### config.mk
export PLATFORM = sky130hd
export DESIGN_NAME = crwq_top
export DESIGN_NICKNAME = d
export VERILOG_FILES = /design/src/rtl/crwq_pkg.sv /design/src/rtl/crwq_fmt.sv /design/src/rtl/crwq_fifo.sv /design/src/rtl/crwq_top.sv
export SDC_FILE = /design/constraint.sdc
export NUM_CORES = 1
export LEC_CHECK = 0
export BUFFER_PORTS_ARGS = -buffer_cell sky130_fd_sc_hd__buf_2
export CORE_ASPECT_RATIO = 0.7
export CORE_MARGIN = 5
export CORE_UTILIZATION = 60
export DETAILED_ROUTE_END_ITERATION = 8
export PLACE_DENSITY = 0.89
export RECOVER_POWER = 50
export SLEW_MARGIN = 20
export SYNTH_ARGS = -nofsm -noshare
export SYNTH_HDL_FRONTEND = slang
export SYNTH_SLANG_ARGS = --single-unit
### constraint.sdc
create_clock -name clk_i -period 5.25 [get_ports clk_i]
set_clock_uncertainty 0.05 [all_clocks]
set_input_delay 0.7875 -clock clk_i [delete_from_list [all_inputs] [get_ports clk_i]]
set_output_delay 0.7875 -clock clk_i [all_outputs]
set_load 0.02 [all_outputs]
### src/rtl/crwq_pkg.sv
`timescale 1ns/1ps
package crwq_pkg;

    localparam int WORD_W   = 32;
    localparam int FLAG_W   = 16;
    localparam int RSID_W   = 16;
    localparam int SRC_LSB  = 8;
    localparam int RECOV_BIT = 14;
    localparam int CHAIN_BIT = 13;

    typedef logic [WORD_W-1:0] crw_word_t;
    typedef logic [FLAG_W-1:0] crw_flags_t;

    typedef struct packed {
        logic      armed;
        logic      lost;
        logic      mchk;
        logic      ack;
        logic      cc;
        crw_word_t word;
    } ctl_state_t;

endpackage

### src/rtl/crwq_fmt.sv
`timescale 1ns/1ps
module crwq_fmt
    import crwq_pkg::*;
#(
    parameter int SRC_W = 4,
    parameter int ERC_W = 6
) (
    input  logic [SRC_W-1:0]  src_i,
    input  logic [ERC_W-1:0]  erc_i,
    input  logic              chain_i,
    input  logic              recov_i,
    input  logic [RSID_W-1:0] rsid_i,
    output crw_word_t         word_o
);

    crw_flags_t flags;

    always_comb begin
        flags                     = '0;
        flags[SRC_LSB +: SRC_W]   = src_i;
        flags[ERC_W-1:0]          = erc_i;
        flags[CHAIN_BIT]          = chain_i;
        flags[RECOV_BIT]          = recov_i;
        word_o                    = {flags, rsid_i};
    end

endmodule

### src/rtl/crwq_fifo.sv
`timescale 1ns/1ps
module crwq_fifo #(
    parameter int DEPTH = 8,
    parameter int W     = 32,
    localparam int PTR_W = (DEPTH > 1) ? $clog2(DEPTH) : 1,
    localparam int CNT_W = $clog2(DEPTH + 1)
) (
    input  logic             clk_i,
    input  logic             rst_i,
    input  logic             push_i,
    input  logic [W-1:0]     din_i,
    input  logic             pop_i,
    output logic [W-1:0]     head_o,
    output logic             empty_o,
    output logic             full_o,
    output logic [CNT_W-1:0] count_o
);

    typedef struct packed {
        logic [PTR_W-1:0] wr;
        logic [PTR_W-1:0] rd;
        logic [CNT_W-1:0] cnt;
    } ptr_state_t;

    ptr_state_t st_d, st_q;
    logic [W-1:0] mem_q [DEPTH];

    function automatic logic [PTR_W-1:0] wrap_inc(input logic [PTR_W-1:0] p);
        if (p == PTR_W'(DEPTH - 1)) return '0;
        return p + PTR_W'(1);
    endfunction

    always_comb begin
        st_d = st_q;
        if (push_i) st_d.wr = wrap_inc(st_q.wr);
        if (pop_i)  st_d.rd = wrap_inc(st_q.rd);
        case ({push_i, pop_i})
            2'b10:   st_d.cnt = st_q.cnt + CNT_W'(1);
            2'b01:   st_d.cnt = st_q.cnt - CNT_W'(1);
            default: st_d.cnt = st_q.cnt;
        endcase
    end

    always_ff @(posedge clk_i) begin
        if (rst_i) st_q <= '0;
        else       st_q <= st_d;
    end

    always_ff @(posedge clk_i) begin
        if (push_i) mem_q[st_q.wr] <= din_i;
    end

    assign head_o  = mem_q[st_q.rd];
    assign empty_o = (st_q.cnt == '0);
    assign full_o  = (st_q.cnt == CNT_W'(DEPTH));
    assign count_o = st_q.cnt;

endmodule

### src/rtl/crwq_top.sv
`timescale 1ns/1ps
module crwq_top
    import crwq_pkg::*;
#(
    parameter int DEPTH = 8,
    parameter int SRC_W = 4,
    parameter int ERC_W = 6,
    localparam int CNT_W = $clog2(DEPTH + 1)
) (
    input  logic              clk_i,
    input  logic              rst_i,
    input  logic              post_i,
    input  logic [SRC_W-1:0]  post_src_i,
    input  logic [ERC_W-1:0]  post_erc_i,
    input  logic              post_chain_i,
    input  logic [RSID_W-1:0] post_rsid_i,
    input  logic              store_i,
    output logic              store_ack_o,
    output logic [WORD_W-1:0] store_word_o,
    output logic              store_cc_o,
    output logic              mchk_o
);

    ctl_state_t ctl_d, ctl_q;

    crw_word_t        new_word;
    crw_word_t        fifo_head;
    logic             fifo_empty;
    logic             fifo_full;
    logic [CNT_W-1:0] fifo_cnt;
    logic             pop_ok;
    logic             push_ok;
    logic             empty_read;
    logic             armed_eff;

    crwq_fmt #(
        .SRC_W (SRC_W),
        .ERC_W (ERC_W)
    ) u_fmt (
        .src_i   (post_src_i),
        .erc_i   (post_erc_i),
        .chain_i (post_chain_i),
        .recov_i (ctl_q.lost),
        .rsid_i  (post_rsid_i),
        .word_o  (new_word)
    );

    crwq_fifo #(
        .DEPTH (DEPTH),
        .W     (WORD_W)
    ) u_fifo (
        .clk_i   (clk_i),
        .rst_i   (rst_i),
        .push_i  (push_ok),
        .din_i   (new_word),
        .pop_i   (pop_ok),
        .head_o  (fifo_head),
        .empty_o (fifo_empty),
        .full_o  (fifo_full),
        .count_o (fifo_cnt)
    );

    // A store that frees a slot lets a same-cycle post in even when full.
    assign pop_ok     = store_i & ~fifo_empty;
    assign empty_read = store_i &  fifo_empty;
    assign push_ok    = post_i & (~fifo_full | pop_ok);
    assign armed_eff  = ctl_q.armed | empty_read;

    always_comb begin
        ctl_d       = ctl_q;
        ctl_d.mchk  = push_ok & armed_eff;
        ctl_d.armed = (push_ok & armed_eff) ? 1'b0 : armed_eff;
        if (push_ok)
            ctl_d.lost = 1'b0;
        else if (post_i)
            ctl_d.lost = 1'b1;
        ctl_d.ack   = store_i;
        ctl_d.cc    = empty_read;
        ctl_d.word  = pop_ok ? fifo_head : '0;
    end

    always_ff @(posedge clk_i) begin
        if (rst_i) begin
            ctl_q       <= '0;
            ctl_q.armed <= 1'b1;
        end else begin
            ctl_q <= ctl_d;
        end
    end

    assign store_ack_o  = ctl_q.ack;
    assign store_word_o = ctl_q.word;
    assign store_cc_o   = ctl_q.cc;
    assign mchk_o       = ctl_q.mchk;

endmodule

==> results.py <==
metrics = {
    "drt": {
        "routedWlPerCell_um": 23.4,
        "drc": 0,
        "detail-route-antenna-nets": 0,
        "dr_total_vias": 4719,
        "drt_iter0_drc": 309,
        "routed_wl_um": 18600,
        "dr.pass1.iters": 5,
        "vias_per_cell": 5.95,
    },
    "finish": {
        "insertedDiodeCount": 0,
        "final_common_cell": "edfxtp_1",
        "layout_common_cells": "edfxtp_1 (224), clkbuf_1 (64), mux4_2 (56)",
        "final_cell_area_um2": 11100,
        "nFillCells": 1029,
        "drive_gt1_share_pct": 20.4,
        "nNetsFinal": 588,
        "syn_to_final_growth_pct": 9.08,
    },
    "sta": {
        "finalMaxSlewViolations": 0,
        "period_share_pct": 58.9,
        "final-setup-viol-count": 0,
        "finalHoldViolCount": 0,
        "max_clock_freq_ghz": 0.323,
        "worst_slew_pin_slew_ns": 1.09,
        "period_needed_ns": 3.09,
        "slew_headroom_pct": 27.4,
        "worst_slack_ns": 2.16,
        "grt_setup_unrepaired": "false",
        "fin_setup_tns_ns": 0,
    },
    "pwr": {
        "p_leak_nw": 3.48,
        "total_power_mw": 4.90,
        "p_per_area_nw_per_um2": 443,
        "ir_drop_v": 0.000309,
    },
    "worst_setup_path": {
        "worstSetupPathType": "reg2reg",
        "max_stage_delay_ns": 0.47,
        "end_kind": "flip-flop",
        "start_kind": "flip-flop",
        "crit_chain": "or3_1, o21a_1, clkinvlp_2, ha_1, xor2_1, ha_1, a21oi_1, xor2_1, or3_1, a21oi_1",
        "cpMaxStageDelayCell": "clkinvlp_2",
        "crit_required_ns": 5.64,
        "arrival_ns": 3.48,
        "crit_path_max_fanout": 11,
    },
    "clocking": {
        "cts_resized": 0,
        "clk-insertion-delay-late_ns": 0.52,
        "clkTransAtPathRegs_ns": 0.06,
        "cts_tree": "yes",
        "cts_max_path_buffers": 3,
        "cts_root_buffer": "clkbuf_16",
        "post-cts-setup-buffers": 0,
        "htree_num_levels": 1,
        "cts_buffers": 24,
        "clock-sinks": 267,
        "ctsHoldBuffers": 0,
    },
    "die": {
        "io_pins": 66,
        "die-area_um2": 19700,
        "die_h_um": 119,
        "core_um2": 16400,
        "initial_utilization_pct": 61.8,
        "fp-row-count": 39,
        "die_w_um": 166,
    },
    "synthesis": {
        "yosysUniqueCellTypes": 37,
        "ys.flop_type": "edfxtp_1",
        "synth_edf_count": 224,
        "yosysTopAreaCellShare_pct": 66.2,
        "post-synth-top-area-cell": "edfxtp_1",
        "synth_seq_cells": 267,
        "async_reset_ff_share_pct": 0,
        "synth_cells": 507,
        "synth_warnings": 0,
        "synth.avg_cell_area_um2": 20.0,
        "ys_seq_area_share_pct": 74.7,
        "syn-cell-area_um2": 10200,
        "yosys-top-cells-area": "edfxtp_1 (66%), mux4_2 (12%), dfxtp_1 (8.5%)",
    },
    "grt": {
        "track_usage_pct": 19.2,
        "grt_max_degree": 51,
        "antenna_found_initial": 1,
        "grt_pass1_wl_um": 28400,
        "grt_overflow_total": 0,
        "grt_pass1_vias": 4905,
    },
    "placed_design": {
        "pre_cts_ws_ns": 2.26,
        "placed_area_um2": 10400,
        "numPortBuffers": 61,
        "dp_hpwl_um": 10300,
        "gp_congestion": 0.734,
    },
    "outcome": {
        "status": "finished, final reports clean",
    },
    "job": {
        "drv_cap": 0,
    },
    "min_path": {
        "hp-class": "reg2reg",
    },
}
==> sequential cells by signal, indices dropped and copies added, names as in the netlist <==
register,cells
u_fifo.st_q,6
u_fifo.mem_q,224
u_fifo.count_o,4
mchk_o,1
ctl_q,2
store_word_o,28
store_ack_o,1
store_cc_o,1
==> Yosys cell counts, types with 2 or more instances <==
cell / n
xor2_1: 3
mux2i_1: 29
dfxtp_1: 43
edfxtp_1: 224
nand2b_1: 3
mux4_2: 56
nand2_1: 10
a21oi_2: 2
nand3_1: 2
nor3_1: 6
or3_1: 3
buf_6: 3
a21oi_1: 7
nor2_1: 36
nand4b_1: 2
o21ai_0: 3
buf_2: 7
buf_4: 37
nor2b_1: 2
buf_12: 3
ha_1: 7
clkbuf_1: 4
==> critical path: cells and delay by family, from the launching register on <==
kind | cells | cell delay [ns]
simple gates | 2 | 0.54
compound gates | 3 | 0.57
buf+inv | 1 | 0.47
xor+xnor | 2 | 0.30
fa+ha+maj | 2 | 0.64
flops | 1 | 0.46
==> worst paths after layout <==
kind | slack (ns) | to | cells past startpoint | from
max | 2.16 | u_fifo.count_o[2] | 10 | u_fifo.count_o[1]
min | 0.49 | ctl_q[36] | 2 | ctl_q[36]
max reg2reg | 2.16 | u_fifo.count_o[2] | 10 | u_fifo.count_o[1]
min reg2reg | 0.49 | ctl_q[36] | 2 | ctl_q[36]
==> power breakdown <==
| group | internal, mW | leakage, nW | total, mW | switching [mW] |
|---|---|---|---|---|
| clock network | 0.879 | 0.357 | 1.61 | 0.733 |
| logic | 0.368 | 0.731 | 0.764 | 0.396 |
| registers | 2.41 | 2.39 | 2.53 | 0.115 |
| total | 3.66 | 3.48 | 4.90 | 1.24 |
==> logic make-up (layout without fill, tap and decap cells) <==
group | count (synthesis) | count (layout) | synth area share (%)
flip-flops | 267 | 267 | 74.7
multiplexers | 85 | 85 | 15.3
AND/OR/NAND/NOR | 73 | 73 | 3.65
buffers and inverters | 56 | 114 | 4.24
AO/OA/AOI/OAI | 15 | 15 | 0.973
adder cells (fa/ha/maj) | 7 | 7 | 0.862
XOR/XNOR | 3 | 3 | 0.259
other | 1 | 4 | 0.0369
==> through the flow <==
stage	cells	utilization [%]	hold WS, ns
after CTS	793	67.9	0.469
after global routing	793	67.4	0.506
after detailed placement	749	63.5	0.458
after floorplan	510	-	0.404
final	793	67.4	0.486
after global placement	749	63.5	0.436
==> cell type report <==
| cell class | instances | area, um2 | area share (%) |
|---|---|---|---|
| Sequential cell | 267 | 7590 | 68.5 |
| Multi-Input combinational cell | 187 | 2190 | 19.7 |
| Clock buffer | 33 | 654 | 5.91 |
| Timing Repair Buffer | 68 | 287 | 2.59 |
| Tap cell | 225 | 282 | 2.54 |
| Clock inverter | 11 | 67.6 | 0.610 |
| Inverter | 2 | 8.76 | 0.0791 |
==> routing by layer <==
metal,up-vias,global-route usage [%],part of all wire (%),routed length [um]
met4,2,5.41,2.4,454
met2,180,31.0,50,9250
met5,-,0,0.038,7
met1,2445,27.0,42,7720
li1,2050,-,-,-
met3,42,4.39,6.2,1150
Power figures use the tool's default switching activity.
